`config.mk`:
```
export PLATFORM = sky130hd
export DESIGN_NAME = adc_irq_status_ctrl
export DESIGN_NICKNAME = d
export VERILOG_FILES = /design/src/rtl/adc_irq_pkg.sv /design/src/rtl/adc_irq_addr_dec.sv /design/src/rtl/adc_irq_en_reg.sv /design/src/rtl/adc_irq_flag_bank.sv /design/src/rtl/adc_irq_line.sv /design/src/rtl/adc_irq_status_ctrl.sv
export SDC_FILE = /design/constraint.sdc
export NUM_CORES = 1
export LEC_CHECK = 0
export ABC_AREA = 1
export BUFFER_PORTS_ARGS = -buffer_cell sky130_fd_sc_hd__buf_2
export CAP_MARGIN = 10
export CORE_UTILIZATION = 40
export CTS_CLUSTER_SIZE = 12
export DETAILED_ROUTE_END_ITERATION = 8
export PLACE_DENSITY = 0.77
export SLEW_MARGIN = 30
export SYNTH_ARGS = -nofsm -noshare
export SYNTH_HDL_FRONTEND = slang
export SYNTH_SLANG_ARGS = --single-unit
```
`constraint.sdc`:
```
create_clock -name clk_i -period 0.8 [get_ports clk_i]
set_input_delay 0.08 -clock clk_i [delete_from_list [all_inputs] [get_ports clk_i]]
set_output_delay 0.08 -clock clk_i [all_outputs]
set_load 0.005 [all_outputs]
```
`src/rtl/adc_irq_pkg.sv`:
```
package adc_irq_pkg;

   // Register selected by the current access address.
   typedef enum logic [1:0] {
      SEL_NONE = 2'd0,
      SEL_STEN = 2'd1,
      SEL_SIEN = 2'd2,
      SEL_STAT = 2'd3
   } reg_sel_e;

   localparam int unsigned DEF_OFF_STEN = 0;
   localparam int unsigned DEF_OFF_SIEN = 4;
   localparam int unsigned DEF_OFF_STAT = 8;

endpackage

```
`src/rtl/adc_irq_addr_dec.sv`:
```
module adc_irq_addr_dec
   import adc_irq_pkg::*;
#(
   parameter int unsigned ADDR_W   = 4,
   parameter int unsigned OFF_STEN = DEF_OFF_STEN,
   parameter int unsigned OFF_SIEN = DEF_OFF_SIEN,
   parameter int unsigned OFF_STAT = DEF_OFF_STAT
) (
   input  logic [ADDR_W-1:0] addr_i,
   output reg_sel_e          sel_o
);

   localparam logic [ADDR_W-1:0] A_STEN = ADDR_W'(OFF_STEN);
   localparam logic [ADDR_W-1:0] A_SIEN = ADDR_W'(OFF_SIEN);
   localparam logic [ADDR_W-1:0] A_STAT = ADDR_W'(OFF_STAT);

   always_comb begin
      if (addr_i == A_STEN)      sel_o = SEL_STEN;
      else if (addr_i == A_SIEN) sel_o = SEL_SIEN;
      else if (addr_i == A_STAT) sel_o = SEL_STAT;
      else                       sel_o = SEL_NONE;
   end

endmodule

```
`src/rtl/adc_irq_en_reg.sv`:
```
module adc_irq_en_reg #(
   parameter int unsigned W = 8
) (
   input  logic         clk_i,
   input  logic         rst_ni,
   input  logic         we_i,
   input  logic [W-1:0] d_i,
   output logic [W-1:0] q_o
);

   always_ff @(posedge clk_i or negedge rst_ni) begin
      if (!rst_ni)   q_o <= '0;
      else if (we_i) q_o <= d_i;
   end

endmodule

```
`src/rtl/adc_irq_flag_bank.sv`:
```
module adc_irq_flag_bank #(
   parameter int unsigned W = 8
) (
   input  logic         clk_i,
   input  logic         rst_ni,
   input  logic [W-1:0] evt_i,
   input  logic [W-1:0] arm_i,
   input  logic         clr_we_i,
   input  logic [W-1:0] keep_i,
   output logic [W-1:0] flag_o
);

   for (genvar i = 0; i < W; i++) begin : g_flag
      logic set_now;
      logic hold;
      assign set_now = evt_i[i] & arm_i[i];
      assign hold    = flag_o[i] & (~clr_we_i | keep_i[i]);

      always_ff @(posedge clk_i or negedge rst_ni) begin
         if (!rst_ni) flag_o[i] <= 1'b0;
         else         flag_o[i] <= set_now | hold;
      end
   end

endmodule

```
`src/rtl/adc_irq_line.sv`:
```
module adc_irq_line #(
   parameter int unsigned W       = 8,
   parameter bit          REG_OUT = 1'b0
) (
   input  logic         clk_i,
   input  logic         rst_ni,
   input  logic [W-1:0] flag_i,
   input  logic [W-1:0] sig_en_i,
   output logic         irq_o
);

   logic any_req;
   assign any_req = |(flag_i & sig_en_i);

   if (REG_OUT) begin : g_reg
      always_ff @(posedge clk_i or negedge rst_ni) begin
         if (!rst_ni) irq_o <= 1'b0;
         else         irq_o <= any_req;
      end
   end else begin : g_comb
      assign irq_o = any_req;
   end

endmodule

```
`src/rtl/adc_irq_status_ctrl.sv`:
```
module adc_irq_status_ctrl
   import adc_irq_pkg::*;
#(
   parameter int unsigned DATA_W    = 32,
   parameter int unsigned ADDR_W    = 4,
   parameter int unsigned NUM_SLOTS = 4,
   parameter int unsigned DONE_LSB  = 8,
   parameter int unsigned TOUT_LSB  = 16,
   parameter int unsigned OFF_STEN  = DEF_OFF_STEN,
   parameter int unsigned OFF_SIEN  = DEF_OFF_SIEN,
   parameter int unsigned OFF_STAT  = DEF_OFF_STAT,
   parameter bit          IRQ_REG   = 1'b0
) (
   input  logic                 clk_i,
   input  logic                 rst_ni,
   input  logic [ADDR_W-1:0]    reg_addr_i,
   input  logic                 reg_we_i,
   input  logic [DATA_W-1:0]    reg_wdata_i,
   output logic [DATA_W-1:0]    reg_rdata_o,
   input  logic [NUM_SLOTS-1:0] done_evt_i,
   input  logic [NUM_SLOTS-1:0] tout_evt_i,
   output logic                 irq_o
);

   localparam int unsigned NUM_EVT = 2 * NUM_SLOTS;

   // Elaboration-time parameter checks
   if (DONE_LSB + NUM_SLOTS > DATA_W || TOUT_LSB + NUM_SLOTS > DATA_W) begin : g_bad_fit
      $error("event fields do not fit in the data word");
   end
   if (DONE_LSB < TOUT_LSB + NUM_SLOTS && TOUT_LSB < DONE_LSB + NUM_SLOTS) begin : g_bad_overlap
      $error("done and timeout fields overlap");
   end
   if (OFF_STEN == OFF_SIEN || OFF_STEN == OFF_STAT || OFF_SIEN == OFF_STAT) begin : g_bad_map
      $error("register offsets must be distinct");
   end

   reg_sel_e           sel;
   logic [NUM_EVT-1:0] evt_vec;
   logic [NUM_EVT-1:0] wr_vec;
   logic [NUM_EVT-1:0] sten_q;
   logic [NUM_EVT-1:0] sien_q;
   logic [NUM_EVT-1:0] stat_q;
   logic [DATA_W-1:0]  impl_mask;
   logic               unused_wdata;

   assign evt_vec = {tout_evt_i, done_evt_i};

   // Extract the implemented fields from a bus word
   for (genvar i = 0; i < NUM_SLOTS; i++) begin : g_pick
      assign wr_vec[i]           = reg_wdata_i[DONE_LSB+i];
      assign wr_vec[NUM_SLOTS+i] = reg_wdata_i[TOUT_LSB+i];
   end

   always_comb begin
      impl_mask = '0;
      for (int i = 0; i < NUM_SLOTS; i++) begin
         impl_mask[DONE_LSB+i] = 1'b1;
         impl_mask[TOUT_LSB+i] = 1'b1;
      end
   end
   assign unused_wdata = ^(reg_wdata_i & ~impl_mask);

   adc_irq_addr_dec #(
      .ADDR_W  (ADDR_W),
      .OFF_STEN(OFF_STEN),
      .OFF_SIEN(OFF_SIEN),
      .OFF_STAT(OFF_STAT)
   ) dec_i (
      .addr_i(reg_addr_i),
      .sel_o (sel)
   );

   adc_irq_en_reg #(.W(NUM_EVT)) sten_i (
      .clk_i (clk_i),
      .rst_ni(rst_ni),
      .we_i  (reg_we_i && sel == SEL_STEN),
      .d_i   (wr_vec),
      .q_o   (sten_q)
   );

   adc_irq_en_reg #(.W(NUM_EVT)) sien_i (
      .clk_i (clk_i),
      .rst_ni(rst_ni),
      .we_i  (reg_we_i && sel == SEL_SIEN),
      .d_i   (wr_vec),
      .q_o   (sien_q)
   );

   adc_irq_flag_bank #(.W(NUM_EVT)) flags_i (
      .clk_i   (clk_i),
      .rst_ni  (rst_ni),
      .evt_i   (evt_vec),
      .arm_i   (sten_q),
      .clr_we_i(reg_we_i && sel == SEL_STAT),
      .keep_i  (wr_vec),
      .flag_o  (stat_q)
   );

   adc_irq_line #(.W(NUM_EVT), .REG_OUT(IRQ_REG)) line_i (
      .clk_i   (clk_i),
      .rst_ni  (rst_ni),
      .flag_i  (stat_q),
      .sig_en_i(sien_q),
      .irq_o   (irq_o)
   );

   // Read path: place the selected vector back into its bus positions
   logic [NUM_EVT-1:0] rd_vec;
   always_comb begin
      unique case (sel)
         SEL_STEN: rd_vec = sten_q;
         SEL_SIEN: rd_vec = sien_q;
         SEL_STAT: rd_vec = stat_q;
         default:  rd_vec = '0;
      endcase
      reg_rdata_o = '0;
      for (int i = 0; i < NUM_SLOTS; i++) begin
         reg_rdata_o[DONE_LSB+i] = rd_vec[i];
         reg_rdata_o[TOUT_LSB+i] = rd_vec[NUM_SLOTS+i];
      end
   end

endmodule

```
==> impl_results.md <==
- I/O Pins: 80
- Fin crit period: 1.26 ns
- Worst reg2reg setup slack: -0.05 ns
- Die area: 3910 µm²
- Leakage power total: 0.00104 µW
- Number of buffers created by CTS: 3
- Most area-consuming cells after synthesis: dfrtp_1 (41%), nand2_1 (13%), buf_4 (12%)
- Setup crit end kind: primary output
- HPWL after detailed placement: 2360 µm
- Final routed wire length divided by cell count: 11.7 µm
- Yosys warning count: 0
- Post-route standard cell area excluding fillers: 2010 µm²
- Wire length of the first global-routing pass: 5530 µm
- Overflow left after global routing: 0
- Number of clock sinks: 24
- Area leader, netlist: dfrtp_1
- Kind of critical path: register to primary output
- Instance count along the most critical hold path: 3
- End point of the worst hold path: sien_i.q_o[1]
- Initial core utilization: 0.429
- Yosys top cell area share: 0.410
- Critical-path maximum fanout: 2
- Overall via count from detail_route: 1380
- First-pass detailed-route iteration total: 4
- Pre-CTS worst setup slack: -0.202 ns
- Failing checks: setup timing
- Number of hold violations in the final report: 0
- Share of the cycle needed by the critical path after routing: 1.57
- Via count of the first global-routing pass: 1289
- Area taken by multi-input logic gates: 746 µm²
- Maximum vdd drop: 0.00122 V
- Slowest-stage cell, CP: dfrtp_1
- Count of pins over their slew limit: 0
- Final Wtd Congestion: 0.860
- Critical path buffer and inverter count: 1
- Maximum capacitance violations: 0
- Port Buffers: 31
- H-tree Lvls: 1
- Detail Route Antenna Nets: 0
- Number of distinct library cells after synthesis: 20
- Post-detailed-placement cell area: 1740 µm²
- FMAX: 796 MHz
- Status: finished, violations left
- Reg2reg end: flags_i.flag_o[4]
- Average via count per standard cell: 4.74
- Clock tree root driver cell: clkbuf_4
- Summed instance area of the synthesized netlist: 1470 µm²
- Area growth from synthesis to final layout: 36.9%
- Critical path, cell by cell: nand2_1 > nand2_1 > nor2_1 > nand4_1 > buf_2
- CTS tree: yes
- Antenna violations before repair: 0
- Top cell family by delay on the critical path: flip-flops
- Number of placement rows: 21
- Detailed Route Iter0 Violations: 50
- Setup violations, final: 10
- Largest net degree at the start of global routing: 25
- Fraction of the yosys area taken by sequential cells: 0.410
- Least setup slack across all paths after layout: -0.456 ns
- DRC violations left: 0
- Startpoint of the worst register-to-register path: flags_i.flag_o[4]
- Placeable core region: 3420 µm²
- Number of buffers on the longest clock path: 2
- Number of cells on the worst reg-to-reg path: 4
- Startpoint of the worst hold path: reg_wdata_i[9]
- Critical Path Most Common Cell: nand2_1
- Core occupancy in the finished layout: 0.587
- Mean instance size in the synthesized netlist: 8.05 µm²
- Required @ worst endpoint: 0.72 ns
- Die Width: 62.5 µm
- Diodes inserted: 0
- Total track usage: 0.176
- Storage element area: 601 µm²
- Sum Neg Setup Slack: -3.29 ns
- Unrepaired setup endpoints after global routing: true
- Layout Skew: 0.00227 ns
- Aggregate routed wire length: 3390 µm
- Die outline height: 62.5 µm
- Post-synthesis cell count: 182
- Clock-pin slew reported for the worst setup and hold paths after clock tree synthesis: 0.14 ns
- Maximum single-stage delay on the critical path: 0.42 ns
- Worst EP arrival: 1.18 ns
- Pwr/cell area: 1750 nW/µm²
- Worst hold-check path type: input pin to register
- FILL cells: 312
- Clock insertion delay at the later pin of the skew report: 0.32 ns
- Share of post-route cells with drive strength above 1: 0.371
- Critical path startpoint category: register
- Net count reported at finish: 293
- Post-synthesis sequential element count: 24
-- cell type report --
cell class                      count  area share
Clock buffer                        3      0.0112
Clock inverter                      1      0.0150
Inverter                           11      0.0206
Multi-Input combinational cell    139       0.372
Sequential cell                    24       0.299
Tap cell                           46      0.0287
Timing Repair Buffer               67       0.253
-- stage by stage --
step           power, µW  hold slack [ns]  std cells
6_report            3510           0.0361        291
5_1_grt             3720           0.0414        291
4_1_cts             3430           0.0375        290
3_5_place_dp        2460           0.0272        272
3_3_place_gp        2420           0.0293        272
2_1_floorplan       2140           -0.216        205
-- cell usage after synthesis (all sizes together) --
cell type,count
buf,30
o21ai,16
clkbuf,1
conb,1
nand4,9
dfrtp,24
nand3,34
nand2,51
inv,11
nor2,5
-- cell families (layout without fill, tap and decap cells) --
logic type | Yosys count | count (layout) | share of synthesized area
AOI/OAI and AO/OA | 16 | 16 | 0.0752
and+or+nand+nor | 99 | 99 | 0.330
buffers and inverters | 42 | 82 | 0.182
DFF | 24 | 24 | 0.410
other | 1 | 24 | 0.00256
-- per-layer routing --
layer / GRT usage / part of all wire
met5: 0 / 0
met4: 0.0523 / 0.0086
met3: 0.0219 / 0.052
met2: 0.307 / 0.50
met1: 0.227 / 0.44
-- how the worst max path moves through the flow --
| stage | start | endpoint | slack [ns] | depth (start not counted) |
|---|---|---|---|---|
| finish | flags_i.flag_o[7] | irq_o | -0.46 | 5 |
| detailed placement | reg_addr_i[2] | sien_i.q_o[3] | -0.20 | 6 |
| global route | flags_i.flag_o[6] | irq_o | -0.57 | 5 |
| floorplan | reg_addr_i[1] | flags_i.flag_o[3] | 0.005 | 5 |
| global placement | reg_addr_i[1] | sien_i.q_o[2] | -0.16 | 6 |
| CTS | flags_i.flag_o[7] | irq_o | -0.48 | 5 |
-- cells in the final DEF (no fill, tap or decap) --
cell | synthesis | final
dfrtp_1 | 24 | 24
o21ai_2 | 8 | 9
buf_6 | 2 | 6
buf_12 | 0 | 3
buf_4 | 24 | 18
bufinv_16 | 0 | 1
nor2_1 | 1 | 1
nand3_1 | 32 | 23
nand2_1 | 49 | 47
nand3_4 | 1 | 2
buf_2 | 3 | 31
o21ai_1 | 8 | 7
inv_1 | 10 | 10
clkbuf_4 | 0 | 3
nand4_1 | 9 | 9
nor2_4 | 3 | 3
conb_1 | 1 | 24
inv_2 | 1 | 1
dlygate4sd3_1 | 0 | 9
nor2_2 | 1 | 1
nand3_2 | 1 | 9
nand2_2 | 2 | 4
-- worst reg2reg max path: stages (launching register included) --
cell and delay [ns]:
dfrtp_1 0.41, buf_6 0.12, buf_4 0.12, nand2_2 0.06, nand2_1 0.05
-- power breakdown --
part	switching, µW	total [µW]	internal (µW)
registers	164	1590	1430
clock network	372	878	506
logic	497	1030	536
-- flip-flops by register name, indices dropped and copies added (netlist names) --
signal and flops:
sien_i.q_o 8, flags_i.flag_o 8, sten_i.q_o 8
-- what timing repair did --
action | 4_1_cts | 5_1_grt
endpoints found under the hold margin | 32 | 0
hold buffers | 9 | 0
resized for setup | 3 | 15
setup endpoints to repair | 9 | 13
pin swaps | 10 | 8
setup buffers | 5 | 2
(Power assumes the default switching activity.)
